File: config.mk
export PLATFORM = sky130hd
export DESIGN_NAME = mdio_cmd_master
export DESIGN_NICKNAME = d
export VERILOG_FILES = /design/src/rtl/mdio_pkg.sv /design/src/rtl/mdio_clk_div.sv /design/src/rtl/mdio_frame_seq.sv /design/src/rtl/mdio_cmd_master.sv
export SDC_FILE = /design/constraint.sdc
export NUM_CORES = 1
export LEC_CHECK = 0
export ABC_AREA = 1
export CAP_MARGIN = 10
export CORE_MARGIN = 2
export CORE_UTILIZATION = 55
export DETAILED_ROUTE_END_ITERATION = 8
export PLACE_DENSITY = 0.9
export RECOVER_POWER = 25
export SYNTH_ARGS = -nofsm -noshare
export SYNTH_HDL_FRONTEND = slang
export SYNTH_SLANG_ARGS = --single-unit
File: constraint.sdc
create_clock -name clk_i -period 1.8 [get_ports clk_i]
set_clock_uncertainty 0.1 [all_clocks]
set_input_delay 0.36 -clock clk_i [delete_from_list [all_inputs] [get_ports clk_i]]
set_output_delay 0.36 -clock clk_i [all_outputs]
set_load 0.03 [all_outputs]
File: src/rtl/mdio_pkg.sv
package mdio_pkg;
  localparam int unsigned FRAME_BITS = 64;
  localparam int unsigned IDX_W      = $clog2(FRAME_BITS);
  localparam int unsigned TA_POS     = 46;
  localparam int unsigned DATA_POS   = 48;

  typedef struct packed {
    logic        req;
    logic        rd;
    logic [3:0]  rsvd;
    logic [4:0]  phy;
    logic [4:0]  ra;
    logic [15:0] data;
  } cmd_t;

  function automatic logic [FRAME_BITS-1:0] build_frame(input logic rd, input logic [4:0] phy,
                                                        input logic [4:0] ra, input logic [15:0] data);
    return {32'hFFFF_FFFF, 2'b01, (rd ? 2'b10 : 2'b01), phy, ra,
            (rd ? 2'b11 : 2'b10), (rd ? 16'hFFFF : data)};
  endfunction
endpackage

File: src/rtl/mdio_clk_div.sv
module mdio_clk_div #(
  parameter int unsigned DIV_HALF = 20
) (
  input  logic clk_i,
  input  logic rst_ni,
  input  logic run_i,
  output logic mdc_o,
  output logic rise_o,
  output logic fall_o
);
  localparam int unsigned CW = $clog2(DIV_HALF + 1);
  localparam logic [CW-1:0] LAST = CW'(DIV_HALF - 1);

  logic [CW-1:0] cnt_q;
  logic          mdc_q;
  logic          term;

  assign term   = run_i && (cnt_q == LAST);
  assign rise_o = term && !mdc_q;
  assign fall_o = term && mdc_q;
  assign mdc_o  = mdc_q;

  always_ff @(posedge clk_i or negedge rst_ni) begin
    if (!rst_ni) begin
      cnt_q <= '0;
      mdc_q <= 1'b0;
    end else if (!run_i) begin
      cnt_q <= '0;
      mdc_q <= 1'b0;
    end else if (term) begin
      cnt_q <= '0;
      mdc_q <= ~mdc_q;
    end else begin
      cnt_q <= cnt_q + 1'b1;
    end
  end
endmodule

File: src/rtl/mdio_frame_seq.sv
module mdio_frame_seq
  import mdio_pkg::*;
(
  input  logic                  clk_i,
  input  logic                  rst_ni,
  input  logic                  start_i,
  input  logic                  is_rd_i,
  input  logic [FRAME_BITS-1:0] frame_i,
  input  logic                  rise_i,
  input  logic                  fall_i,
  input  logic                  mdio_i,
  output logic                  mdio_o,
  output logic                  mdio_oe_o,
  output logic                  done_o,
  output logic [15:0]           rdata_o
);
  localparam logic [IDX_W-1:0] LAST_IDX = IDX_W'(FRAME_BITS - 1);

  logic [FRAME_BITS-1:0] sh_q;
  logic [IDX_W-1:0]      idx_q, idx_nx;
  logic                  oe_q, rd_q;
  logic [15:0]           cap_q;

  assign idx_nx    = idx_q + 1'b1;
  assign done_o    = fall_i && (idx_q == LAST_IDX);
  assign mdio_o    = sh_q[FRAME_BITS-1];
  assign mdio_oe_o = oe_q;
  assign rdata_o   = cap_q;

  always_ff @(posedge clk_i or negedge rst_ni) begin
    if (!rst_ni) begin
      sh_q  <= '1;
      idx_q <= '0;
      oe_q  <= 1'b0;
      rd_q  <= 1'b0;
    end else if (start_i) begin
      sh_q  <= frame_i;
      idx_q <= '0;
      oe_q  <= 1'b1;
      rd_q  <= is_rd_i;
    end else if (fall_i) begin
      if (idx_q == LAST_IDX) begin
        sh_q <= '1;
        oe_q <= 1'b0;
      end else begin
        idx_q <= idx_nx;
        sh_q  <= {sh_q[FRAME_BITS-2:0], 1'b1};
        oe_q  <= !(rd_q && (idx_nx >= IDX_W'(TA_POS)));
      end
    end
  end

  // sample on MDC rise through the data field of a read
  always_ff @(posedge clk_i or negedge rst_ni) begin
    if (!rst_ni) cap_q <= '0;
    else if (rise_i && rd_q && (idx_q >= IDX_W'(DATA_POS))) cap_q <= {cap_q[14:0], mdio_i};
  end
endmodule

File: src/rtl/mdio_cmd_master.sv
module mdio_cmd_master
  import mdio_pkg::*;
#(
  parameter int unsigned DIV_HALF = 20
) (
  input  logic        clk_i,
  input  logic        rst_ni,
  input  logic        cmd_we_i,
  input  logic [31:0] cmd_wdata_i,
  output logic [31:0] cmd_rdata_o,
  output logic        mdc_o,
  output logic        mdio_o,
  output logic        mdio_oe_o,
  input  logic        mdio_i
);
  cmd_t        cmd_q, cmd_w;
  logic        accept, start, rise, fall, done;
  logic [15:0] cap;

  assign cmd_w  = cmd_t'(cmd_wdata_i);
  assign accept = cmd_we_i && !cmd_q.req;
  assign start  = accept && cmd_w.req;

  always_ff @(posedge clk_i or negedge rst_ni) begin
    if (!rst_ni) begin
      cmd_q <= '0;
    end else if (accept) begin
      cmd_q <= '{req: cmd_w.req, rd: cmd_w.rd, rsvd: 4'b0, phy: cmd_w.phy,
                 ra: cmd_w.ra, data: cmd_w.data};
    end else if (done) begin
      cmd_q.req <= 1'b0;
      if (cmd_q.rd) cmd_q.data <= cap;
    end
  end

  assign cmd_rdata_o = cmd_q;

  mdio_clk_div #(.DIV_HALF(DIV_HALF)) u_div (
    .clk_i  (clk_i),
    .rst_ni (rst_ni),
    .run_i  (cmd_q.req),
    .mdc_o  (mdc_o),
    .rise_o (rise),
    .fall_o (fall)
  );

  mdio_frame_seq u_seq (
    .clk_i     (clk_i),
    .rst_ni    (rst_ni),
    .start_i   (start),
    .is_rd_i   (cmd_w.rd),
    .frame_i   (build_frame(cmd_w.rd, cmd_w.phy, cmd_w.ra, cmd_w.data)),
    .rise_i    (rise),
    .fall_i    (fall),
    .mdio_i    (mdio_i),
    .mdio_o    (mdio_o),
    .mdio_oe_o (mdio_oe_o),
    .done_o    (done),
    .rdata_o   (cap)
  );
endmodule

Yosys cells after proc, flatten, opt, wreduce, memory -nomap -nowiden
Cells that the tools add are included.
{"block": "word_totals", "out_inout_bits": 35, "ff_bits": 122, "input_bits": 36, "word_cells": 59}
{"block": "op_classes", "n_reduce_logical": 17, "n_addsub": 2, "order_cmp": 2, "mux": 21, "n_eq_ne": 4, "bitwise": 1}
{"operator": "$mux W64", "n": 3}
{"operator": "$mux W16", "n": 4}
{"operator": "$mux W6", "n": 3}
{"operator": "$ge A6 B6 Y1 const B", "n": 2}
{"operator": "$mux W5", "n": 2}
{"operator": "$logic_and A1 B1 Y1", "n": 9}
{"operator": "$mux W1", "n": 8}
{"operator": "$add A6 B1 Y6 const B", "n": 1}
{"operator": "$eq A6 B6 Y1 const B", "n": 1}
{"operator": "$reduce_bool A2 Y1", "n": 3}
{"operator": "$add A5 B1 Y5 const B", "n": 1}
{"operator": "$eq A5 B5 Y1 const B", "n": 1}
{"operator": "$reduce_and A2 Y1", "n": 2}
{"operator": "$logic_not A1 Y1", "n": 3}
{"operator": "$mux W2", "n": 1}
{"operator": "$ne A2 B1 Y1 const B", "n": 1}
{"operator": "$ne A2 B2 Y1 const B", "n": 1}
{"operator": "$not A1 Y1", "n": 1}

Longest topological paths before layout
{"block": "logic_depth", "ltp_word": 7, "ltp_mapped": 10, "ltp_nobuf": 10}

By module
Synthesis repeated with hierarchy kept, for this count alone.
{"block": "hier_totals", "hier_cells": 642, "hier_area_um2": 5724.2}
{"module": "mdio_frame_seq", "cells_each": 407, "instances": 1, "area_per_inst_um2": 3870.0, "seq_area_each_um2": 2282.2}
{"module": "mdio_cmd_master", "cells_each": 199, "instances": 1, "area_per_inst_um2": 1559.0, "seq_area_each_um2": 700.7}
{"module": "mdio_clk_div", "cells_each": 36, "instances": 1, "area_per_inst_um2": 295.3, "seq_area_each_um2": 150.1}

Least setup slack after synthesis
No wires, ideal clock.
{"block": "synth_path", "path_type": "reg-to-reg", "startpoint": "reg u_div.cnt_q[0]", "endpoint": "reg cmd_q, in the netlist cmd_rdata_o[10]", "required_ps": 1583, "setup_time_ps": 117, "setup_slack_ps": 238, "arrival_time_ps": 1345, "stages_incl_launch_ff": 10, "synth_period_minus_slack_ps": 1562, "n_path_buf": 1, "path_cell_list": "dfrtp_1 > ha_1 > nand2_1 > inv_2 > nand3_1 > nor2_2 > nand3_4 > buf_2 > nand3_1 > nand2_1"}
{"block": "synth_via", "elab_chain_len": 6}
{"item": "start, declared", "line": "mdio_clk_div.sv:14", "text": "logic [CW-1:0] cnt_q;"}
{"item": "start signal, assigned", "line": "mdio_clk_div.sv:34", "text": "cnt_q <= cnt_q + 1'b1;"}
{"item": "$eq A5 B5 Y1", "line": "mdio_clk_div.sv:18", "text": "assign term = run_i && (cnt_q == LAST);"}
{"item": "$logic_and A1 B1 Y1", "line": "mdio_clk_div.sv:18"}
{"item": "$logic_and A1 B1 Y1", "line": "mdio_clk_div.sv:20", "text": "assign fall_o = term && mdc_q;"}
{"item": "$logic_and A1 B1 Y1", "line": "mdio_frame_seq.sv:25", "text": "assign done_o = fall_i && (idx_q == LAST_IDX);"}
{"item": "$reduce_bool A2 Y1 (no line)"}
{"item": "$reduce_and A2 Y1 (no line)"}
{"item": "end signal, assigned", "line": "mdio_cmd_master.sv:28", "text": "cmd_q <= '{req: cmd_w.req, rd: cmd_w.rd, rsvd: 4'b0, phy: cmd_w.phy,"}
{"item": "end, declared", "line": "mdio_cmd_master.sv:16", "text": "cmd_t cmd_q, cmd_w;"}
No other way between the ends.
A chain may end at the register's enable or synchronous reset.

Worst setup path in the final report
{"block": "layout_path", "startpoint": "reg u_div.cnt_q[0]", "endpoint": "reg u_seq.idx_q[5]"}
{"block": "layout_via", "elab_chain_len": 5}
{"item": "$eq A5 B5 Y1", "line": "mdio_clk_div.sv:18"}
{"item": "$logic_and A1 B1 Y1", "line": "mdio_clk_div.sv:18"}
{"item": "$logic_and A1 B1 Y1", "line": "mdio_clk_div.sv:20"}
{"item": "$reduce_bool A2 Y1 (no line)"}
{"item": "$reduce_and A2 Y1 (no line)"}
{"item": "end signal, assigned", "line": "mdio_frame_seq.sv:46", "text": "idx_q <= idx_nx;"}
{"item": "end, declared", "line": "mdio_frame_seq.sv:20", "text": "logic [IDX_W-1:0] idx_q, idx_nx;"}
No other way between the ends.

==> qor.csv <==
stage;metric;value;unit
setup_path;worst_setup_path_start_kind;register;
layout;areaGrowthSynthToFinish;34.9;%
route;drtPass1Iterations;8;
clocking;cts_root_buf;clkbuf_8;
global_routing;grt_pass1_vias;4812;
power_and_ir_drop;power_density;1160;mW/mm^2
logic_synthesis;async_reset_ff_frac;1.00;
layout;antenna_cells;0;
logic_synthesis;synthCells;635;
worst_hold_path;hp-start;mdio_i;
floorplan;initial_core_util;0.566;
global_routing;grt_max_degree;48;
place;place_area;0.00637;mm^2
run_status;status;finished with violations;
sta;final.setup.tns;-0.567;ns
floorplan;die_area;0.0108;mm^2
route;vias_per_cell;5.84;
route;drc;0;
global_routing;grt_use_total;0.257;
sta;rsz0062_at_grt;yes;
clocking;clk_pin_slew_worst_paths;0.06;ns
run_status;failed_checks;setup timing;
layout;nFillCells;594;
logic_synthesis;ys_seq_area_frac;0.569;
floorplan;rows;36;
worst_hold_path;holdCritPathClass;in2reg;
global_routing;met3_usage;0.0589;
logic_synthesis;ys.flop_type;dfstp_2;
setup_path;r2r-start;u_div.cnt_q[0];
global_routing;antenna_found_initial;0;
floorplan;core;0.00973;mm^2
place;io_buffer_count;62;
logic_synthesis;synth-edff-count;0;
setup_path;r2r_cells;8;
clocking;htreeDepth;4;
sta;period_needed;2.01;ns
setup_path;arrival;2.29;ns
clocking;clkSinkCount;122;
logic_synthesis;synth_top_area_share;0.306;
setup_path;reg2reg_to;u_seq.idx_q[5];
sta;timing.final.crit_share;1.12;
clocking;cts_buffers;17;
place;place_hpwl;7960;um
global_routing;busiest_layer;met2;
layout;drive_gt1_frac;0.246;
sta;slew_headroom;0.461;
sta;setup_viol;22;
power_and_ir_drop;peakVddDrop;0.000755;V
setup_path;reg2reg_slack;-0.21;ns
floorplan;die_h;104;um
sta;layout_setup_ws;-0.209;ns
setup_path;crit_type;reg2reg;
place;finalWeightedCongestion;0.878;
power_and_ir_drop;power.total;8.59;mW
logic_synthesis;yosys-top-cells-area;dfstp_2, dfrtp_1, nand2_1;
layout;fin_area;0.00743;mm^2
sta;hold_viol;0;
global_routing;overflow;0;
logic_synthesis;ys_seq_elements;122;
sta;slew_viol_final;0;
job;drv_cap;0;
logic_synthesis;yosysTopAreaCell;dfstp_2;
logic_synthesis;syn_area_per_cell;8.67;um^2
setup_path;critPathMaxFanout;10;
setup_path;critPathCaptureType;register;
layout;nNetsFinal;766;
logic_synthesis;yosys_warnings;0;
clocking;clk_latency;0.53;ns
floorplan;ios;71;
clocking;cts_tree;yes;
route;ant_nets;0;
logic_synthesis;post_synth_num_cell_types;32;
floorplan;die_w;104;um
global_routing;grt_pass1_wl;22300;um
route;vias;5101;
logic_synthesis;synth_area;0.00550;mm^2
setup_path;crit_required;2.08;ns
power_and_ir_drop;power.leakage;3.65;nW
setup_path;endpoint;u_seq.idx_q[5];
route;finalWirelength;16700;um
route;wl_per_cell;19.2;um
clocking;cts_max_path_buffers;2;
sta;fmax;0.498;GHz
setup_path;critPathLaunch;u_div.cnt_q[0];
global_routing;met2_usage;0.454;
sta;worst_slew_pin_slew;0.808;ns
global_routing;met1_usage;0.289;
route;drt_iter0_drc;518;
-- critical path, cell delays in order (launching register included) --
cell	delay [ns]
dfrtp_1	0.39
ha_2	0.22
nand2_2	0.05
inv_2	0.07
nand3_2	0.12
nor2_4	0.26
nand2_2	0.12
buf_6	0.17
o21ai_0	0.36
-- per-stage QoR --
stage / hold WS, ns / worst slack (ns) / instances / util
3_5_place_dp: 0.228 / -0.223 / 819 / 0.654
6_report: 0.286 / -0.209 / 873 / 0.763
3_3_place_gp: 0.223 / -0.160 / 819 / 0.654
4_1_cts: 0.233 / 0.000941 / 855 / 0.720
2_1_floorplan: -0.0356 / 0.238 / 638 / -
5_1_grt: 0.324 / -0.246 / 873 / 0.763
-- logic make-up (layout without fill, tap and decap cells) --
| logic type | Yosys count | after routing | share of synthesized area |
|---|---|---|---|
| AOI/OAI and AO/OA | 117 | 117 | 0.119 |
| xor gates and xnor gates | 3 | 3 | 0.00478 |
| adders and majority gates | 3 | 3 | 0.00682 |
| buffers and inverters | 147 | 247 | 0.111 |
| DFF | 122 | 122 | 0.569 |
| muxes | 1 | 1 | 0.00205 |
| other | 1 | 4 | 0.000681 |
| and+or+nand+nor | 241 | 243 | 0.186 |
-- how the worst min path moves through the flow --
stage	cells after the start	slack, ns	end
finish	3	0.29	u_seq.rdata_o[0]
global route	3	0.32	u_seq.rdata_o[0]
CTS	2	0.23	cmd_rdata_o[4]
detailed placement	1	0.23	cmd_rdata_o[4]
global placement	1	0.22	cmd_rdata_o[0]
floorplan	0	-0.04	cmd_rdata_o[0]
-- cell usage in the layout (no fill, tap or decap), types with 2 or more instances in the layout --
cell type / instances
a22oi_1: 23
ha_2: 2
dfrtp_1: 57
clkbuf_8: 4
a21oi_2: 3
dfstp_2: 64
clkbuf_2: 2
buf_6: 5
xor2_1: 2
nand2_8: 2
a21oi_1: 8
clkdlybuf4s50_1: 30
o21ai_1: 38
inv_2: 3
clkinvlp_4: 2
o21ai_0: 33
nand2_2: 4
nand2_1: 151
o22ai_1: 3
clkbuf_16: 23
nor2_1: 19
nand3_1: 40
dlygate4sd2_1: 26
nand3_2: 10
nor2_2: 7
inv_1: 109
o21bai_1: 2
bufinv_16: 4
buf_4: 17
clkdlybuf4s15_1: 2
o21ai_2: 5
nor2_4: 5
buf_12: 9
conb_1: 4
clkbuf_1: 5
-- layout make-up --
| cell class | count | area, um^2 | area share |
|---|---|---|---|
| inverter | 113 | 429 | 0.0578 |
| clock inverter | 7 | 140 | 0.0189 |
| tap | 133 | 166 | 0.0224 |
| multi-input combinational | 371 | 1940 | 0.262 |
| timing repair buffer | 102 | 1140 | 0.153 |
| clock buffer | 25 | 474 | 0.0639 |
| sequential | 122 | 3130 | 0.422 |
-- synthesized netlist by cell type (11+ instances only) --
library cell and n:
o21ai_1 38, inv_1 109, nand3_1 49, nand2_1 155, a21oi_1 11, dfrtp_1 58, dfstp_2 64, o21ai_0 38
a22oi_1 24, buf_2 18, nor2_1 25
-- timing repair --
| item | 4_1_cts | 5_1_grt |
|---|---|---|
| buffers inserted | 2 | 9 |
| gates resized for setup | 41 | 50 |
| pin swaps | 3 | 11 |
| hold buffers | 1 | 0 |
| setup endpoints to repair | 101 | 81 |
| endpoints found under the hold margin | 29 | 0 |
| gates cloned | 1 | 9 |
-- flip-flops by register name (all words and copies together), names as in the netlist --
register,cells
u_div.mdc_o,1
u_seq.sh_q,64
u_seq.rd_q,1
u_seq.mdio_oe_o,1
cmd_rdata_o,28
u_seq.rdata_o,16
u_seq.idx_q,6
u_div.cnt_q,5
-- power breakdown --
group	internal, mW	switching (mW)	leakage (nW)
combinational	0.572	1.01	1.92
sequential	3.20	0.203	1.43
clock	2.36	1.24	0.293
total	6.14	2.45	3.65
-- layer usage --
layer / share of wire / vias up / wire length (um)
li1: - / 2170 / -
met1: 0.35 / 2436 / 5830
met3: 0.078 / 133 / 1310
met5: 0 / - / 0
met4: 0.069 / 0 / 1150
met2: 0.50 / 362 / 8450
Note: power is estimated with default switching activity, not from simulation.
